**config.mk**
```make
export PLATFORM = sky130hd
export DESIGN_NAME = hs_ack_gen
export DESIGN_NICKNAME = d
export VERILOG_FILES = /design/src/rtl/hs_ack_pkg.sv /design/src/rtl/hs_sync.sv /design/src/rtl/hs_cfg_reg.sv /design/src/rtl/hs_ack_fsm.sv /design/src/rtl/hs_ack_gen.sv
export SDC_FILE = /design/constraint.sdc
export NUM_CORES = 1
export LEC_CHECK = 0
export BUFFER_PORTS_ARGS = -buffer_cell sky130_fd_sc_hd__buf_4
export CAP_MARGIN = 25
export CORE_UTILIZATION = 35
export CTS_CLUSTER_SIZE = 28
export DETAILED_ROUTE_END_ITERATION = 10
export GPL_TIMING_DRIVEN = 0
export PLACE_DENSITY = 0.56
export SYNTH_ARGS = -nofsm -noshare
export SYNTH_HDL_FRONTEND = slang
export SYNTH_HIERARCHICAL = 1
export SYNTH_SLANG_ARGS = --single-unit
```
**constraint.sdc**
```tcl
create_clock -name clk -period 2.7 [get_ports clk]
set_clock_uncertainty 0.05 [all_clocks]
set_input_delay 0.135 -clock clk [delete_from_list [all_inputs] [get_ports clk]]
set_output_delay 0.135 -clock clk [all_outputs]
set_load 0.005 [all_outputs]
```
**src/rtl/hs_ack_pkg.sv**
```systemverilog
package hs_ack_pkg;
  typedef enum logic [1:0] {
    HS_IDLE = 2'd0,
    HS_WAIT = 2'd1,
    HS_DONE = 2'd2
  } hs_state_t;

  localparam int MODE_W         = 2;
  localparam int MODE_STYLE_BIT = 0;
  localparam int SYNC_DEFAULT   = 2;
endpackage

```
**src/rtl/hs_sync.sv**
```systemverilog
module hs_sync #(
  parameter int WIDTH  = 1,
  parameter int STAGES = 2
) (
  input  logic             clk,
  input  logic [WIDTH-1:0] d_i,
  output logic [WIDTH-1:0] q_o
);
  localparam int LAST = STAGES - 1;

  logic [WIDTH-1:0] pipe [STAGES];

  always_ff @(posedge clk) pipe[0] <= d_i;

  for (genvar g = 1; g < STAGES; g++) begin : g_stage
    always_ff @(posedge clk) pipe[g] <= pipe[g-1];
  end

  assign q_o = pipe[LAST];
endmodule

```
**src/rtl/hs_cfg_reg.sv**
```systemverilog
module hs_cfg_reg
  import hs_ack_pkg::*;
(
  input  logic              clk,
  input  logic              rst,
  input  logic              strap_pol_s,
  input  logic              strap_ack_s,
  input  logic              we_i,
  input  logic [MODE_W-1:0] wdata_i,
  output logic [MODE_W-1:0] mode_o,
  output logic              pol_o
);
  logic [MODE_W-1:0] mode_q;
  logic              pol_q;

  always_ff @(posedge clk) begin
    if (rst) begin
      pol_q                  <= strap_pol_s;
      mode_q                 <= '0;
      mode_q[MODE_STYLE_BIT] <= ~(strap_pol_s ^ strap_ack_s);
    end else if (we_i) begin
      mode_q <= wdata_i;
    end
  end

  assign mode_o = mode_q;
  assign pol_o  = pol_q;


  pol_hold_chk: assert property (@(posedge clk) disable iff (rst)
    !$past(rst) |-> $stable(pol_q));


  mode_hi_clr_chk: assert property (@(posedge clk) disable iff (rst)
    $past(rst) |-> mode_q[MODE_W-1] == 1'b0);


  mode_load_chk: assert property (@(posedge clk) disable iff (rst)
    ($past(we_i) && !$past(rst)) |-> mode_q == $past(wdata_i));
endmodule

```
**src/rtl/hs_ack_fsm.sv**
```systemverilog
module hs_ack_fsm
  import hs_ack_pkg::*;
(
  input  logic clk,
  input  logic rst,
  input  logic strobe_i,
  input  logic ok_i,
  input  logic ready_style_i,
  input  logic pol_i,
  output logic line_o
);
  hs_state_t state_q, state_n;
  logic      act_n;
  logic      line_q;

  always_comb begin
    state_n = state_q;
    unique case (state_q)
      HS_IDLE: if (strobe_i) state_n = ok_i ? HS_DONE : HS_WAIT;
      HS_WAIT: if (!strobe_i) state_n = HS_IDLE;
               else if (ok_i) state_n = HS_DONE;
      HS_DONE: if (!strobe_i) state_n = HS_IDLE;
      default: state_n = HS_IDLE;
    endcase
  end

  assign act_n = ready_style_i ? (strobe_i & ok_i) : (state_n == HS_DONE);

  always_ff @(posedge clk) begin
    if (rst) begin
      state_q <= HS_IDLE;
      line_q  <= pol_i;
    end else begin
      state_q <= state_n;
      line_q  <= act_n ^ pol_i;
    end
  end

  assign line_o = line_q;


  release_chk: assert property (@(posedge clk) disable iff (rst)
    (state_q == HS_DONE && !strobe_i) |=> state_q == HS_IDLE);


  early_drop_chk: assert property (@(posedge clk) disable iff (rst)
    (state_q == HS_WAIT && !strobe_i) |=> state_q == HS_IDLE);


  hold_wait_chk: assert property (@(posedge clk) disable iff (rst)
    (state_q == HS_IDLE && strobe_i && !ok_i) |=> state_q == HS_WAIT);
endmodule

```
**src/rtl/hs_ack_gen.sv**
```systemverilog
module hs_ack_gen
  import hs_ack_pkg::*;
#(
  parameter int SYNC_STAGES = SYNC_DEFAULT
) (
  input  logic              clk,
  input  logic              rst,
  input  logic              strap_pol_i,
  input  logic              strap_ack_i,
  input  logic              rd_strobe_i,
  input  logic              wr_strobe_i,
  input  logic              addr_cycle_i,
  input  logic              acc_mode_i,
  input  logic              rd_valid_i,
  input  logic              wr_full_i,
  input  logic              wr_busy_i,
  input  logic              cfg_we_i,
  input  logic [MODE_W-1:0] cfg_wdata_i,
  output logic [MODE_W-1:0] cfg_mode_o,
  output logic              cfg_pol_o,
  output logic              ack_o
);
  localparam int HOST_W  = 3;
  localparam int STRAP_W = 2;

  logic [HOST_W-1:0]  host_s;
  logic [STRAP_W-1:0] strap_s;
  logic               rd_s, wr_s, adr_s, strobe_s;
  logic               can_rd, can_wr, addr_hit, ok;
  logic [MODE_W-1:0]  mode;
  logic               pol;

  hs_sync #(.WIDTH(HOST_W), .STAGES(SYNC_STAGES)) u_host_sync (
    .clk (clk),
    .d_i ({rd_strobe_i, wr_strobe_i, addr_cycle_i}),
    .q_o (host_s)
  );

  hs_sync #(.WIDTH(STRAP_W), .STAGES(SYNC_STAGES)) u_strap_sync (
    .clk (clk),
    .d_i ({strap_pol_i, strap_ack_i}),
    .q_o (strap_s)
  );

  assign {rd_s, wr_s, adr_s} = host_s;
  assign strobe_s = rd_s | wr_s;

  hs_cfg_reg u_cfg (
    .clk         (clk),
    .rst         (rst),
    .strap_pol_s (strap_s[1]),
    .strap_ack_s (strap_s[0]),
    .we_i        (cfg_we_i),
    .wdata_i     (cfg_wdata_i),
    .mode_o      (mode),
    .pol_o       (pol)
  );

  assign can_rd   = rd_valid_i & ~wr_busy_i;
  assign can_wr   = ~wr_full_i & ~wr_busy_i;
  assign addr_hit = acc_mode_i & adr_s & strobe_s;
  assign ok       = addr_hit | (rd_s ? can_rd : can_wr);

  hs_ack_fsm u_fsm (
    .clk           (clk),
    .rst           (rst),
    .strobe_i      (strobe_s),
    .ok_i          (ok),
    .ready_style_i (mode[MODE_STYLE_BIT]),
    .pol_i         (pol),
    .line_o        (ack_o)
  );

  assign cfg_mode_o = mode;
  assign cfg_pol_o  = pol;


  ready_stall_chk: assert property (@(posedge clk) disable iff (rst)
    (mode[MODE_STYLE_BIT] && strobe_s && !ok) |=> ack_o == pol);


  addr_cycle_chk: assert property (@(posedge clk) disable iff (rst)
    (addr_hit && mode[MODE_STYLE_BIT]) |=> ack_o != pol);


  idle_level_chk: assert property (@(posedge clk) disable iff (rst)
    (!strobe_s && !$past(rst)) |=> ack_o == pol);
endmodule

```
==> metrics.cfg, run 1 <==
[power]
ir_drop_mv = 0.299
leakagePower_nw = 0.339
power_density_nw_per_um2 = 585
totalPowerFinal_mw = 0.442

[global_route]
antenna_found_initial = 0
use_met1 = 0.0856
met2_usage = 0.190
grt_pass1_vias = 295
gr-max-usage-layer = met2
grt_pass1_wl_um = 1030
grt_max_degree = 10
use_met3 = 0.0489
track_usage = 0.104
gr-total-overflow = 0

[layout]
syn_to_final_growth_pct = 44.5
drive_above_1_share = 0.448
fin_nets = 82
fin_area_sq_um = 756
antenna_cells = 0
layout_common_cells = 22 x buf_4, 14 x dfxtp_1, 6 x dlygate4sd3_1
final_common_cell = buf_4

[yosys]
syn-num-nets = 54
syn_avg_cell_area_sq_um = 13.1
yosysWarnings = 6
yosysSeqAreaShare = 0.651
synth.distinct_cells = 18
synthCells = 40
yosysTopAreaCellShare = 0.536
synthesis.area_sq_um = 523
ys_seq_elements = 16
synth_area_leader_cell = dfxtp_1
synth_area_leaders = dfxtp_1 54%, edfxtp_1 11%, buf_4 7.2%

[clock_network]
cts-root-buf = clkbuf_4
cts.sinks = 16
insertion_delay_ns = 0.27
tritoncts = built
path_clk_slew_ns = 0.09
cts_resized = 0
cts_hold_buffers = 6
post-cts-setup-buffer-count = 0
h-tree-depth = 1
cts_buffers = 3
clock_path_buffers = 2

[sta]
setup_viol = 0
period_share = 0.499
hold_slack_ns = 0.0496
fmax_mhz = 742
final-hold-violation-count = 0
setup_tns_ns = 0
drv_slew = 0
rsz0062_at_grt = false
layout_min_cycle_time_ns = 1.35
worstMarginPinSlew_ns = 0.329
max_slew_margin = 0.779

[place]
io_buffers = 17
postPlaceCellArea_sq_um = 669
gp_congestion = 0.533

[worst_setup_path]
worst_setup_path_start_kind = flip-flop
crit_arrival_ns = 1.47
rrSetupSlack_ns = 1.35
r2r_start = u_host_sync/pipe[0][5]
required_ns = 2.82
rr_worst_depth = 5
r2r_end = u_fsm/line_o
worstSetupEndpointType = flip-flop
path_max_fanout = 4
crit_type = reg -> reg

[min_path]
min_path_cells = 3
holdCritStartpoint = cfg_wdata_i[1]
worstHoldPathType = in -> reg
holdPathEnd = u_cfg/mode_o[1]

[floorplan]
dieArea_sq_um = 1650
fp-row-count = 13
pin_count = 18
fp.dieH_um = 40.7
initial_core_util = 0.387
coreArea_sq_um = 1350
fp.dieW_um = 40.7

[drt]
vias = 341
drt-initial-drc-count = 1
via_per_inst = 4.16
dr.pass1.iters = 2
drt_wl_total_um = 724
antenna_left = 0
drc = 0
routedWlPerCell_um = 8.83

[outcome]
status = finished clean

[run]
maxCapViolCount = 0

power breakdown:
part | internal [mW] | switching [mW] | total [mW]
logic | 0.0399 | 0.0164 | 0.0563
clock network | 0.0572 | 0.0656 | 0.123
registers | 0.257 | 0.00606 | 0.263
routing by layer:
layer,vias up,wire length [um],share of wire
met5,-,0,0
met4,0,4,0.0055
met3,2,26,0.036
met2,9,400,0.55
met1,148,291,0.40
li1,182,-,-
how the worst max path moves through the flow:
stage / startpoint / end
6_report: u_host_sync/pipe[0][5] / u_fsm/line_o
5_1_grt: u_host_sync/pipe[0][5] / u_fsm/line_o
4_1_cts: u_host_sync/pipe[0][5] / u_fsm/line_o
3_5_place_dp: u_host_sync/pipe[0][5] / u_fsm/line_o
3_3_place_gp: u_host_sync/pipe[0][5] / u_fsm/line_o
2_1_floorplan: u_host_sync/pipe[0][5] / u_fsm/line_o
critical path, stage by stage, from the launching register on:
cell and delay (ns):
dfxtp_1 0.31, buf_4 0.11, and2b_1 0.18, o31ai_2 0.30, o2111ai_2 0.17, xnor2_1 0.14
registers in the layout (all words and copies together), names as in the netlist:
register	cells
u_cfg/mode_o	2
u_cfg/pol_o	1
u_fsm/line_o	1
u_fsm/state_q	2
u_host_sync/pipe	6
u_strap_sync/pipe	4
final cells by class:
type | instances | area [sq um]
inverter | 1 | 3.75
timing repair buffer | 23 | 188
multi-input combinational | 18 | 141
buffer | 5 | 37.5
tap | 15 | 18.8
clock buffer | 4 | 26.3
fill | 120 | 594
sequential | 16 | 340
logic make-up (layout without fill, tap and decap cells):
group,after synthesis,count (layout),synth area share
compound gates,4,4,0.0813
xor+xnor,2,2,0.0335
buf+inv,6,33,0.0789
flops,16,16,0.651
mux,2,2,0.0478
simple gates,10,10,0.108
cells in the mapped netlist:
cell	number
dfxtp_1	14
buf_4	5
edfxtp_1	2
nor2_1	2
nor2b_1	2
or2_2	2
xnor2_1	2
a211oi_1	1
and2b_1	1
inv_1	1
mux2_4	1
mux2i_1	1
nand2_1	1
nand3b_1	1
nor3_1	1
o2111ai_2	1
o211ai_1	1
o31ai_2	1
metrics by stage:
step	worst slack, ns	utilization	std cells
after floorplan	1.43	-	40
after global placement	1.36	0.496	72
after detailed placement	1.35	0.496	72
after CTS	1.34	0.560	82
after global routing	1.28	0.560	82
final	1.35	0.560	82
(Power assumes the default switching activity.)
==> run 2, diff against run 1 <==
--- a/config.mk
+++ b/config.mk
@@ -5,13 +5,14 @@
 export SDC_FILE = /design/constraint.sdc
 export NUM_CORES = 1
 export LEC_CHECK = 0
+export ABC_AREA = 1
 export BUFFER_PORTS_ARGS = -buffer_cell sky130_fd_sc_hd__buf_4
 export CAP_MARGIN = 25
 export CORE_UTILIZATION = 35
 export CTS_CLUSTER_SIZE = 28
 export DETAILED_ROUTE_END_ITERATION = 10
 export GPL_TIMING_DRIVEN = 0
-export PLACE_DENSITY = 0.56
+export PLACE_DENSITY = 0.55
 export SYNTH_ARGS = -nofsm -noshare
 export SYNTH_HDL_FRONTEND = slang
 export SYNTH_HIERARCHICAL = 1
==> constraint.sdc (replaced) <==
create_clock -name clk -period 1.4 [get_ports clk]
set_clock_uncertainty 0.05 [all_clocks]
set_input_delay 0.07 -clock clk [delete_from_list [all_inputs] [get_ports clk]]
set_output_delay 0.07 -clock clk [all_outputs]
set_load 0.005 [all_outputs]
==> run 2 against run 1 <==
Compared with the run above:
- the flow now finishes with violations (negative hold slack)
- via count up 26%
- clock power up 95%
- combinational power up 120%
- synthesized cell count up 55%
- clock-buffer cell count down 1
- synthesized area up 9.1%
- critical path depth up 6
- register-to-register slack worse by 1.1 ns
- power up 97%
- final cell count up 30%
- flip-flop and latch count unchanged
- critical path type unchanged
- critical endpoint unchanged
- largest power group unchanged
- highest routed layer unchanged
==> metrics.cfg, run 2 <==
[outcome]
status = finished with violations
violations = negative hold slack

[worst_setup_path]
crit_arrival_ns = 1.29  ; -0.18 ns
r2r_start = u_host_sync/pipe[0][5]
worstSetupEndpointType = flip-flop
rrSetupSlack_ns = 0.25  ; -1.11 ns
worstSetupEndpoint = u_fsm/line_o
required_ns = 1.54  ; -1.28 ns
r2r_end = u_fsm/line_o
worst_setup_path_start_kind = flip-flop
path_max_fanout = 3  ; -1
crit_start = u_host_sync/pipe[0][5]
rr_worst_depth = 11  ; +6
crit_type = reg -> reg

[yosys]
yosysSeqAreaShare = 0.596  ; -0.0542
synth_top_family_by_area = simple AND/OR/NAND/NOR gates
syn-num-nets = 76  ; +41%
synth_most_common_cell = dfxtp_1
ys_seq_elements = 16  ; unchanged
synthesis.area_sq_um = 571  ; +9.1%
yosysWarnings = 6  ; unchanged
ys.flop_type = dfxtp_1
syn_avg_cell_area_sq_um = 9.20  ; -30%
yosysTopAreaCellShare = 0.491  ; -0.0447
synthSimpleGateAreaFrac = 0.237  ; +0.129
synthAdderAreaFrac = 0  ; unchanged
synth_compound_area_frac = 0.00877  ; -0.0726
synth_area_leader_cell = dfxtp_1
synth_edf_count = 2  ; unchanged
synth.area.mux_share = 0  ; -0.0478
synthCells = 62  ; +55%
synth-xor-area-share = 0  ; -0.0335
synth_area_leaders = dfxtp_1 49%, edfxtp_1 11%, nand2_1 8.6%
synth.distinct_cells = 14  ; -4
synthTopCellsByCount = 14 x dfxtp_1, 13 x nand2_1, 10 x inv_1
synth-async-reset-ratio = 0  ; unchanged

[clock_network]
cts_buffers = 3  ; unchanged
cts-root-buf = clkbuf_4
path_clk_slew_ns = 0.09  ; about the same
insertion_delay_ns = 0.28  ; about the same
post-cts-setup-buffer-count = 0  ; unchanged
h-tree-depth = 1  ; unchanged
tritoncts = built
cts.sinks = 16  ; unchanged
clock_path_buffers = 2  ; unchanged

[power]
ir_drop_mv = 0.668  ; +120%
leakagePower_nw = 0.428  ; +26%
totalPowerFinal_mw = 0.869  ; +97%
power_density_nw_per_um2 = 1050  ; +80%

[sta]
hold_slack_ns = -0.000678  ; -0.0503 ns
fmax_mhz = 866  ; +17%
worstMarginPinSlew_ns = 0.138  ; -0.191 ns
rsz0062_at_grt = false
fin_ws_ns = 0.246  ; -1.11 ns
max_slew_margin = 0.907  ; +0.128
drv_slew = 0  ; unchanged
setup_tns_ns = 0  ; unchanged
layout_min_cycle_time_ns = 1.15  ; -0.194 ns
final-hold-violation-count = 1  ; +1
period_share = 0.824  ; +0.325
setup_viol = 0  ; unchanged

[min_path]
worstHoldPathType = in -> reg

[floorplan]
fp-row-count = 14  ; +1
dieArea_sq_um = 1800  ; +8.6%
coreArea_sq_um = 1510  ; +12%
fp.dieW_um = 42.4  ; +4.2%
pin_count = 18  ; unchanged
initial_core_util = 0.379  ; -0.00866
fp.dieH_um = 42.4  ; +4.2%

[layout]
reg.largest.list = u_host_sync/pipe x6, u_strap_sync/pipe x4
antenna_cells = 0  ; unchanged
fillCellCount = 150  ; +25%
largest_reg_flops = 6  ; unchanged
fin_area_sq_um = 825  ; +9.1%
largest_register = u_host_sync/pipe
layout_common_cells = 22 x buf_4, 14 x dfxtp_1, 13 x nand2_1
drive_above_1_share = 0.407  ; -0.0412
fin_nets = 106  ; +29%
final_common_cell = buf_4
post-route-util = 0.547  ; -0.0124
syn_to_final_growth_pct = 44.5  ; about the same
fin_cells = 107  ; +30%

[global_route]
antenna_found_initial = 0  ; unchanged
grt_pass1_vias = 432  ; +46%
grt_max_degree = 10  ; unchanged
grt_pass1_wl_um = 1590  ; +54%
track_usage = 0.122  ; +0.0181
gr-total-overflow = 0  ; unchanged

[drt]
drt_wl_total_um = 840  ; +16%
drt-initial-drc-count = 5  ; +4
via_per_inst = 4.03  ; -3.1%
vias = 431  ; +26%
dr.pass1.iters = 2  ; unchanged
antenna_left = 0  ; unchanged
drc = 0  ; unchanged
routedWlPerCell_um = 7.85  ; -11%

[place]
dp_slack_ns = 0.232  ; -1.12 ns
postPlaceCellArea_sq_um = 718  ; +7.3%
place_inst = 95  ; +32%
gp_congestion = 0.655  ; +23%
io_buffers = 17  ; unchanged
place_hpwl_um = 548

[run]
maxCapViolCount = 0  ; unchanged

-- run 2: kinds of logic (layout without fill, tap and decap cells) --
group,count (synthesis),after routing
DFF,16,16
buffers and inverters,19,48
AOI/OAI and AO/OA,1,1
and+or+nand+nor,26,26
-- run 2: layout make-up --
| type | instances | area [sq um] | area share |
|---|---|---|---|
| Tap cell | 16 | 20.0 | 0.0243 |
| Clock buffer | 3 | 22.5 | 0.0273 |
| Buffer | 5 | 37.5 | 0.0455 |
| Multi-Input combinational cell | 27 | 140 | 0.170 |
| Inverter | 14 | 52.6 | 0.0637 |
| Sequential cell | 16 | 340 | 0.413 |
| Timing Repair Buffer | 25 | 208 | 0.252 |
| Clock inverter | 1 | 3.75 | 0.00455 |
-- run 2: worst min-delay path by stage --
stage                 startpoint                       to  depth (start not counted)
finish                  cfg_we_i          u_cfg/mode_o[1]                          3
floorplan           addr_cycle_i   u_host_sync/pipe[0][0]                          0
detailed placement  addr_cycle_i   u_host_sync/pipe[0][0]                          1
global route            cfg_we_i          u_cfg/mode_o[0]                          3
global placement     strap_pol_i  u_strap_sync/pipe[0][1]                          1
CTS                     cfg_we_i          u_cfg/mode_o[0]                          3
-- run 2: worst max-delay path, cell delays in order, from the launching register on --
cell and delay (ns):
dfxtp_1 0.30, buf_4 0.12, inv_2 0.05, nand2_2 0.06, nand3_2 0.05, nand2_1 0.07
inv_1 0.06, nand2_2 0.06, nand4_2 0.09, nand2_1 0.05, nand2_1 0.05, nand2_1 0.04
-- run 2: per-layer routing --
| metal | vias to the layer above | wire length, um | track usage |
|---|---|---|---|
| met1 | 180 | 314 | 0.0989 |
| met5 | - | 0 | 0 |
| met4 | 0 | 22 | 0.0938 |
| met2 | 10 | 466 | 0.234 |
| li1 | 237 | - | - |
| met3 | 4 | 36 | 0.0388 |
-- run 2: what timing repair did --
item | 4_1_cts | 5_1_grt
hold endpoints to repair | 8 | 0
resized for setup | 0 | 1
setup endpoints to repair | 0 | 1
hold buffers | 9 | 0
-- run 2: power by group --
part | switching (mW) | internal (mW) | total, mW
Sequential | 0.0101 | 0.495 | 0.505
Clock | 0.136 | 0.103 | 0.240
Combinational | 0.0482 | 0.0767 | 0.125
==> run 3, diff against run 2 <==
--- a/config.mk
+++ b/config.mk
@@ -5,14 +5,14 @@
 export SDC_FILE = /design/constraint.sdc
 export NUM_CORES = 1
 export LEC_CHECK = 0
-export ABC_AREA = 1
+export ABC_AREA = 0
 export BUFFER_PORTS_ARGS = -buffer_cell sky130_fd_sc_hd__buf_4
 export CAP_MARGIN = 25
 export CORE_UTILIZATION = 35
 export CTS_CLUSTER_SIZE = 28
 export DETAILED_ROUTE_END_ITERATION = 10
 export GPL_TIMING_DRIVEN = 0
-export PLACE_DENSITY = 0.55
+export PLACE_DENSITY = 0.58
 export SYNTH_ARGS = -nofsm -noshare
 export SYNTH_HDL_FRONTEND = slang
 export SYNTH_HIERARCHICAL = 1
==> constraint.sdc (replaced) <==
create_clock -name clk -period 1 [get_ports clk]
set_clock_uncertainty 0.05 [all_clocks]
set_input_delay 0.05 -clock clk [delete_from_list [all_inputs] [get_ports clk]]
set_output_delay 0.05 -clock clk [all_outputs]
set_load 0.005 [all_outputs]
==> run 3 against run 2 <==
Compared with the run above:
- the flow finishes with violations (negative setup slack)
- combinational power increased by 27%
- register-to-register slack lost 0.44 ns
- clock power is 72% higher
- die area fell by 8.0%
- critical path type unchanged
==> metrics.cfg, run 3 (synthesis gave the netlist of run 1 again) <==
[outcome]
status = finished with violations
violations = negative setup slack

[global_route]
gr-total-overflow = 0  ; unchanged
grt_max_degree = 10  ; unchanged
antenna_found_initial = 0  ; unchanged
track_usage = 0.104  ; -0.0184
grt_pass1_vias = 284  ; -34%
grt_pass1_wl_um = 1010  ; -36%

[power]
ir_drop_mv = 1.05  ; +57%
power_density_nw_per_um2 = 1620  ; +54%
switching_share = 0.200  ; -0.0240
netSwitchingPower_mw = 0.257  ; +32%
p_seq_frac = 0.557  ; -0.024
p_comb_frac = 0.124  ; -0.020
pwr-share-clk = 0.320  ; +0.044
p_int_mw = 1.03  ; +53%
leakagePower_nw = 0.351  ; -18%

[drt]
drc = 0  ; unchanged
via_per_inst = 4.17  ; +3.6%
dr.pass1.iters = 2  ; unchanged
routedWlPerCell_um = 9.01  ; +15%
vias = 338  ; -22%
antenna_left = 0  ; unchanged
drt-initial-drc-count = 6  ; +1
drt_wl_total_um = 730  ; -13%

[worst_setup_path]
worstSetupEndpointType = flip-flop
crit_type = reg -> reg
rrSetupSlack_ns = -0.20  ; -0.44 ns
path_max_fanout = 4  ; +1
crit_arrival_ns = 1.32  ; +0.03 ns
crit_start = u_host_sync/pipe[0][5]
required_ns = 1.12  ; -0.42 ns
rr_worst_depth = 4  ; -7
worst_setup_path_start_kind = flip-flop
r2r_end = u_fsm/line_o
r2r_start = u_host_sync/pipe[0][5]
worstSetupEndpoint = u_fsm/line_o

[clock_network]
cts_buffers = 3  ; unchanged
clock_path_buffers = 2  ; unchanged
post-cts-setup-buffer-count = 0  ; unchanged
h-tree-depth = 1  ; unchanged
cts.sinks = 16  ; unchanged
tritoncts = built
cts-root-buf = clkbuf_4
path_clk_slew_ns = 0.09  ; about the same
insertion_delay_ns = 0.27  ; about the same

[layout]
reg.largest.list = u_host_sync/pipe x6, u_strap_sync/pipe x4
largest_register = u_host_sync/pipe
fillCellCount = 111  ; -26%
regArea_sq_um = 343  ; +0.74%
largest_reg_flops = 6  ; unchanged
post-route-util = 0.589  ; +0.0421
final_common_cell = buf_4
syn_to_final_growth_pct = 52.2
layout_common_cells = 17 x buf_4, 12 x dfxtp_1, 9 x dlygate4sd3_1
antenna_cells = 0  ; unchanged
multiInputGateArea_sq_um = 165  ; +18%
drive_above_1_share = 0.470  ; +0.0631
fin_nets = 81  ; -24%

[floorplan]
initial_core_util = 0.387  ; +0.00866
pin_count = 18  ; unchanged
fp-row-count = 13  ; -1
coreArea_sq_um = 1350  ; -10%
fp.dieW_um = 40.7  ; -4.1%
dieArea_sq_um = 1650  ; -8.0%
fp.dieH_um = 40.7  ; -4.1%

[sta]
layout_min_cycle_time_ns = 1.20  ; +0.0425 ns
drv_slew = 0  ; unchanged
final-hold-violation-count = 0  ; -1
period_share = 1.20  ; +0.372
hold_slack_ns = 0.0185  ; +0.0192 ns
fin_ws_ns = -0.197  ; -0.442 ns
rsz0062_at_grt = true
setup_viol = 4  ; +4
worstMarginPinSlew_ns = 0.256  ; +0.117 ns
fmax_mhz = 836  ; -3.5%
max_slew_margin = 0.829  ; -0.0785

[place]
io_buffers = 17  ; unchanged
gp_congestion = 0.519  ; -21%

[run]
maxCapViolCount = 0  ; unchanged

[min_path]
worstHoldPathType = in -> reg

run 3: cell count changes in the layout (fill, tap and decap cells not counted), moves of 2 or more:
cell,delta
buf_4,-5
dfxtp_1,-2
nor2_2,-2
inv_1,-8
nand2_1,-12
or2_2,+2
nand2_2,-2
inv_2,-5
nand3_1,-4
dfxtp_2,+2
run 3: critical path, stage by stage (launching register included):
cell	delay [ns]
dfxtp_2	0.35
and2b_1	0.20
o31ai_4	0.22
o2111ai_2	0.14
xnor2_1	0.14
run 3: how the worst min path moves through the flow:
stage / start / end / cells after the start
after global routing: cfg_wdata_i[0] / u_cfg/mode_o[0] / 2
after floorplan: addr_cycle_i / u_host_sync/pipe[0][0] / 0
after detailed placement: strap_ack_i / u_strap_sync/pipe[0][0] / 1
after global placement: strap_ack_i / u_strap_sync/pipe[0][0] / 1
final: cfg_wdata_i[0] / u_cfg/mode_o[0] / 2
after CTS: cfg_we_i / u_cfg/mode_o[0] / 2
run 3: timing repair:
action / in CTS / in global routing
endpoints found under the setup margin: 4 / 5
hold buffers: 8 / 1
pin swaps: 4 / 2
resized for setup: 3 / 1
endpoints found under the hold margin: 7 / 1
run 3: area by class of cell:
class                      count  area share
sequential                    16       0.431
buffer                         1     0.00943
inverter                       1     0.00472
multi-input combinational     18       0.208
clock buffer                   4      0.0456
tap                           15      0.0236
timing repair buffer          26       0.278
run 3: routing by layer:
metal | wire [um] | share of wire | global-route usage | vias up
li1 | - | - | - | 181
met1 | 304 | 0.42 | 0.0881 | 148
met2 | 396 | 0.54 | 0.187 | 9
met3 | 30 | 0.041 | 0.0489 | 0
met4 | 0 | 0 | 0.0750 | 0
met5 | 0 | 0 | 0 | -
run 3: through the flow:
step,worst slack [ns],cell area [sq um],TNS (ns),total power [mW],std cells
final,-0.197,796,-0.305,1.29,81
after global routing,-0.276,796,-0.556,1.35,81
after CTS,-0.221,782,-0.421,1.30,80
after detailed placement,-0.272,686,-0.619,0.870,72
after global placement,-0.263,686,-0.570,0.867,72
after floorplan,-0.213,539,-0.413,0.796,40
run 3: power groups by stage:
stage / sequential (mW) / clock, mW / combinational [mW]
floorplan: 0.725 / 0 / 0.0719
global placement: 0.726 / 0 / 0.142
CTS: 0.718 / 0.427 / 0.155
global route: 0.724 / 0.455 / 0.173
detailed placement: 0.727 / 0 / 0.143
finish: 0.717 / 0.412 / 0.159
